[src/rtl/ptl_pkg.sv]
package ptl_pkg;
  typedef enum logic [1:0] {
    M_BYPASS = 2'd0,
    M_SINGLE = 2'd1,
    M_WIDE   = 2'd2,
    M_WIDE_B = 2'd3
  } mode_e;

  typedef struct packed {
    logic       pol;
    logic [1:0] csel;
    logic       reg_en;
    mode_e      mode;
  } out_ctl_t;
endpackage

[src/rtl/ptl_and_plane.sv]
module ptl_and_plane #(
  parameter int N_IN   = 24,
  parameter int N_TERM = 23
) (
  input  logic [N_IN-1:0]          din,
  input  logic [N_TERM*2*N_IN-1:0] mask,
  output logic [N_TERM-1:0]        pt
);
  localparam int TW = 2 * N_IN;

  for (genvar t = 0; t < N_TERM; t++) begin : g_term
    logic [N_IN-1:0] need_hi, need_lo;
    assign need_hi = mask[t*TW +: N_IN];
    assign need_lo = mask[t*TW+N_IN +: N_IN];
    // empty term is forced low (unused term shutdown)
    assign pt[t] = ((need_hi | need_lo) != '0) &&
                   ((need_hi & ~din) == '0) &&
                   ((need_lo & din) == '0);
  end
endmodule

[src/rtl/ptl_out_path.sv]
module ptl_out_path
  import ptl_pkg::*;
#(
  parameter int N_PT = 20,
  parameter int BASE = 0
) (
  input  logic [N_PT-1:0] pt,
  input  logic [N_PT-1:0] or_mask,
  input  mode_e           mode,
  input  logic            pol,
  output logic            res
);
  logic wide_or, fast_or;

  assign wide_or = |(pt & or_mask);
  assign fast_or = |pt[BASE +: 4];

  always_comb begin
    unique case (mode)
      M_BYPASS: res = fast_or;
      M_SINGLE: res = pt[BASE] ^ pol;
      default:  res = wide_or ^ pol;
    endcase
  end
endmodule

[src/rtl/ptl_out_reg.sv]
module ptl_out_reg (
  input  logic clk,
  input  logic grst_n,
  input  logic clr,
  input  logic ptrst,
  input  logic ce,
  input  logic d,
  output logic q
);
  always_ff @(posedge clk) begin
    if (!grst_n || clr || ptrst) q <= 1'b0;
    else if (ce)                 q <= d;
  end

  p_ptclear_r8: assert property (@(posedge clk) disable iff (!grst_n)
    ptrst |=> (q == 1'b0));
  p_hold_r6: assert property (@(posedge clk) disable iff (!grst_n)
    (!clr && !ptrst && !ce) |=> $stable(q));
  p_capture_r6: assert property (@(posedge clk) disable iff (!grst_n)
    (!clr && !ptrst && ce) |=> (q == $past(d)));
endmodule

[src/rtl/ptl_logic_cell.sv]
module ptl_logic_cell
  import ptl_pkg::*;
#(
  parameter int N_IN  = 24,
  parameter int N_PT  = 20,
  parameter int N_OUT = 8
) (
  input  logic             clk,
  input  logic             grst_n,
  input  logic             cfg_en,
  input  logic             cfg_bit,
  input  logic [N_IN-1:0]  din,
  input  logic [2:0]       gclk_en,
  output logic [N_OUT-1:0] dout,
  output logic             oe_out
);
  localparam int TERMS   = N_PT + 3;
  localparam int AND_W   = TERMS * 2 * N_IN;
  localparam int OR_W    = N_OUT * N_PT;
  localparam int CTL_W   = $bits(out_ctl_t);
  localparam int CFG_W   = AND_W + OR_W + N_OUT * CTL_W;
  localparam int OUT_GRP = N_OUT / 2;
  localparam int T_CLK   = N_PT;
  localparam int T_CLR   = N_PT + 1;
  localparam int T_OE    = N_PT + 2;

  logic [CFG_W-1:0] cfg_q;
  logic             cfg_ready, load_seen;
  logic [TERMS-1:0] pt;

  always_ff @(posedge clk) begin
    if (cfg_en) cfg_q <= {cfg_bit, cfg_q[CFG_W-1:1]};
  end

  always_ff @(posedge clk) begin
    if (!grst_n) begin
      cfg_ready <= 1'b0;
      load_seen <= 1'b0;
    end else if (cfg_en) begin
      cfg_ready <= 1'b0;
      load_seen <= 1'b1;
    end else if (load_seen) begin
      cfg_ready <= 1'b1;
    end
  end

  ptl_and_plane #(.N_IN(N_IN), .N_TERM(TERMS)) and_i (
    .din (din),
    .mask(cfg_q[AND_W-1:0]),
    .pt  (pt)
  );

  for (genvar p = 0; p < 2; p++) begin : g_plane
    for (genvar j = 0; j < OUT_GRP; j++) begin : g_out
      localparam int O = p * OUT_GRP + j;
      out_ctl_t ctl;
      logic     d, q, ce;

      assign ctl = out_ctl_t'(cfg_q[AND_W+OR_W+O*CTL_W +: CTL_W]);

      ptl_out_path #(.N_PT(N_PT), .BASE(4*j)) path_i (
        .pt     (pt[N_PT-1:0]),
        .or_mask(cfg_q[AND_W+O*N_PT +: N_PT]),
        .mode   (ctl.mode),
        .pol    (ctl.pol),
        .res    (d)
      );

      always_comb begin
        case (ctl.csel)
          2'd0:    ce = gclk_en[0];
          2'd1:    ce = gclk_en[1];
          2'd2:    ce = gclk_en[2];
          default: ce = pt[T_CLK];
        endcase
      end

      ptl_out_reg reg_i (
        .clk   (clk),
        .grst_n(grst_n),
        .clr   (!cfg_ready),
        .ptrst (pt[T_CLR]),
        .ce    (ce),
        .d     (d),
        .q     (q)
      );

      assign dout[O] = cfg_ready & (ctl.reg_en ? q : d);
    end
  end

  assign oe_out = cfg_ready & pt[T_OE];

  p_dark_load_r10: assert property (@(posedge clk) disable iff (!grst_n)
    cfg_en |=> (dout == '0 && !oe_out));
endmodule

[config.mk]
export PLATFORM = sky130hd
export DESIGN_NAME = ptl_logic_cell
export DESIGN_NICKNAME = d
export VERILOG_FILES = /design/src/rtl/ptl_pkg.sv /design/src/rtl/ptl_and_plane.sv /design/src/rtl/ptl_out_path.sv /design/src/rtl/ptl_out_reg.sv /design/src/rtl/ptl_logic_cell.sv
export SDC_FILE = /design/constraint.sdc
export NUM_CORES = 1
export LEC_CHECK = 0
export BUFFER_PORTS_ARGS = -buffer_cell sky130_fd_sc_hd__clkbuf_2
export CAP_MARGIN = 20
export CORE_MARGIN = 2
export CORE_UTILIZATION = 63
export CTS_CLUSTER_DIAMETER = 50
export DETAILED_ROUTE_END_ITERATION = 8
export GPL_TIMING_DRIVEN = 0
export PLACE_DENSITY_LB_ADDON = 0.2
export SETUP_SLACK_MARGIN = 0.02
export SLEW_MARGIN = 15
export SYNTH_ARGS = -nofsm -noshare
export SYNTH_HDL_FRONTEND = slang
export SYNTH_HIERARCHICAL = 1
export SYNTH_SLANG_ARGS = --single-unit
[constraint.sdc]
create_clock -name clk -period 5.4 [get_ports clk]
set_input_delay 0.54 -clock clk [delete_from_list [all_inputs] [get_ports clk]]
set_output_delay 0.54 -clock clk [all_outputs]
set_load 0.05 [all_outputs]
==> impl_metrics.toml <==
[status]
status = "finished, violations left"
failed_checks = "negative setup slack"

[critical_path]
r2r_start = "cfg_q[669]"
worst_ep_arrival_time_ps = 4870
r2r_cells = 12
worst-path-max-fanout = 10
critPathRequiredTime_ps = 4860
crit_type = "input pin to output port"
cpMaxStageDelayCell = "nor4bb_4"
slowest_delay_ps = 850
crit_buf_inv = 4
r2r-end = "g_plane[0].g_out[1].reg_i/q"
end_kind = "output port"
startpoint = "din[1]"
path_cells = "buf_2 > inv_1 > a2111oi_0 > nand4_1 > nor4bb_4 > buf_6 > a22oi_1 > nand4_1 > nor3_1 > a211o_2 > o211ai_1 > mux2i_1 > nor2_1 > clkbuf_2"
critPathTopFamily = "buffers and inverters"
cpMostUsedCell = "nand4_1"
critPathCapture = "dout[2]"
startpoint_type = "input pin"
crit_cells = 14
r2r_setup_slack_ps = 1640

[global_routing]
grt_usage_pct = 33.3
grt_antenna_before_repair = 5
grt_pass1_vias = 29800
overflow = 0
grt_pass1_wl_um = 199000
grt_max_degree = 113

[power_and_ir_drop]
p_switching_mw = 5.21
leakage_nw = 19.6
power_switching_share_pct = 23.3
vdd_drop_max_mv = 0.339
p_total_mw = 22.4
clockPowerShare_pct = 39.9
power.density_nw_per_um2 = 389
pwr-share-seq_pct = 55.4
share_comb_of_total_power_pct = 4.7
p_int_mw = 17.2

[yosys]
ys_async_sr_fraction_pct = 0
synth_area_leaders = "edfxtp_1, mux2i_1, nor4_1, nand4_1, a22oi_1"
synth_flop_cell = "edfxtp_1"
synth_top_area_share_pct = 76.8
seq_area_frac_synth_pct = 77.2
synth_cells = 2875
synth_edf_count = 1312
ys_seq_elements = 1322
syn_nets = 2906
synth_area_um2 = 51300
ys_warn_count = 6
yosysTopAreaCell = "edfxtp_1"
synth_most_common_cell = "edfxtp_1"
synth_common_cells = "edfxtp_1, mux2i_1, nor4_1"
synth.distinct_cells = 54
syn-mean-instance-area_um2 = 17.8

[place]
gp_congestion = 0.959
dp.cells = 3998
dp_slack_ps = -313
placed_cell_area_um2 = 53500
port_buffers = 20
dpl.hpwl_um = 87700

[die]
ios = 40
die_area_um2 = 83700
start_util_pct = 63.7
die_h_um = 289
die_x_um = 289
coreArea_um2 = 80500
rows = 104

[finish]
final_core_util_pct = 71.6
fin_area_um2 = 57700
drive_gt1_share_pct = 12.7
layout.nets = 3108
fin_cells = 4247
area_growth_pct = 12.4

[timing]
layout_setup_ws_ps = -11.2
setup_tns_ps = -11.2
fin_worst_skew_ps = 24.8
setup_violations = 1
holdWs_ps = 257
hold_viol_final = 0
finalCritPeriodShare_pct = 100
fmax_mhz = 185
tightest_slew_ps = 1160
rsz0062_at_grt = "yes"
slew_headroom_pct = 22.7
slew_violations = 0
min_period_ps = 5410

[worst_hold_path]
min_path_type = "input pin to flop"
hold_depth = 2

[routing]
ant_nets = 0
wl_per_cell_um = 32.8
drc = 0
wl_met2_um = 63000
viasPerCell = 7.21
dr.pass1.iters = 7
vias = 30600
met3_length_um = 17300
met1Wirelength_um = 51400
routed.top_layer = "met5"
wirelength_um = 139000
drt_iter0_drc = 4835

[run]
cap_viol_max_count = 0

[clock_network]
htreeDepth = 4
cts_tree = "built"
clkSinkCount = 1322
clk_latency_ps = 750
cts_buffers = 134
clk_pin_slew_ps = 60
cts_buffer_depth = 3
clockRootBuffer = "clkbuf_16"
==> sequential cells by signal, summed over array words and instances (netlist names) <==
name and flops:
cfg_ready 1, g_plane.g_out.reg_i/q 8, load_seen 1, cfg_q 1312
==> worst min-delay path by stage <==
stage	from	to	slack, ps
2_1_floorplan	cfg_q[1145]	cfg_q[1144]	430
3_3_place_gp	cfg_q[1213]	cfg_q[1212]	430
3_5_place_dp	cfg_q[1157]	cfg_q[1156]	440
4_1_cts	grst_n	load_seen	210
5_1_grt	grst_n	load_seen	230
6_report	grst_n	load_seen	260
==> placed cells by master (no fill, tap or decap), types with 19 or more instances in the layout <==
cell,netlist,final
clkinv_1,4,32
nor3_1,30,29
nor2_1,40,40
clkbuf_16,0,135
a22o_1,35,35
buf_6,14,19
mux2i_1,363,363
clkbuf_1,2,33
inv_1,38,37
clkinv_2,0,19
a22oi_1,75,75
nand4_1,169,169
buf_4,18,38
nand2_1,82,82
mux2_2,29,29
nand2b_1,28,28
edfxtp_1,1312,1312
nor4_1,295,288
nor2b_1,51,51
a2111oi_0,19,19
clkbuf_2,0,21
buf_2,34,34
a221oi_1,41,41
and2_1,20,20
==> per-layer routing <==
metal | vias to the layer above | global-route usage [%]
met5 | - | 0
li1 | 12500 | -
met1 | 15300 | 46.4
met2 | 2353 | 49.5
met3 | 417 | 8.76
met4 | 2 | 16.5
==> power groups by stage <==
stage / combinational (mW) / clock, mW / sequential (mW)
finish: 1.05 / 8.95 / 12.4
floorplan: 0.496 / 0 / 12.4
detailed placement: 1.02 / 0 / 12.6
global route: 1.09 / 9.31 / 12.5
global placement: 0.964 / 0 / 13.1
CTS: 1.02 / 8.92 / 12.4
==> layout make-up <==
| class | count | area [um2] |
|---|---|---|
| buffer | 71 | 519 |
| fill | 4832 | 22900 |
| clock buffer | 168 | 3500 |
| antenna | 2 | 5.00 |
| inverter | 42 | 166 |
| multi-input combinational | 1439 | 11200 |
| sequential | 1322 | 39600 |
| clock inverter | 76 | 651 |
| timing repair buffer | 67 | 726 |
| tap | 1060 | 1330 |
==> what timing repair did <==
item | CTS | global route
cloned | 0 | 0
endpoints found under the hold margin | 1 | 0
gates resized for setup | 5 | 10
hold buffers | 1 | 0
setup endpoints to repair | 5 | 7
buffers inserted | 0 | 3
==> cells by family (layout without fill, tap and decap cells) <==
| kind of cell | Yosys count | after routing | synth area share, % |
|---|---|---|---|
| AO/OA/AOI/OAI | 254 | 254 | 4.15 |
| buffers and inverters | 114 | 424 | 1.28 |
| flip-flops | 1322 | 1322 | 77.2 |
| multiplexers | 400 | 400 | 8.07 |
| other | 0 | 2 | 0 |
| AND/OR/NAND/NOR | 785 | 785 | 9.31 |
Note: power is estimated with default switching activity, not from simulation.
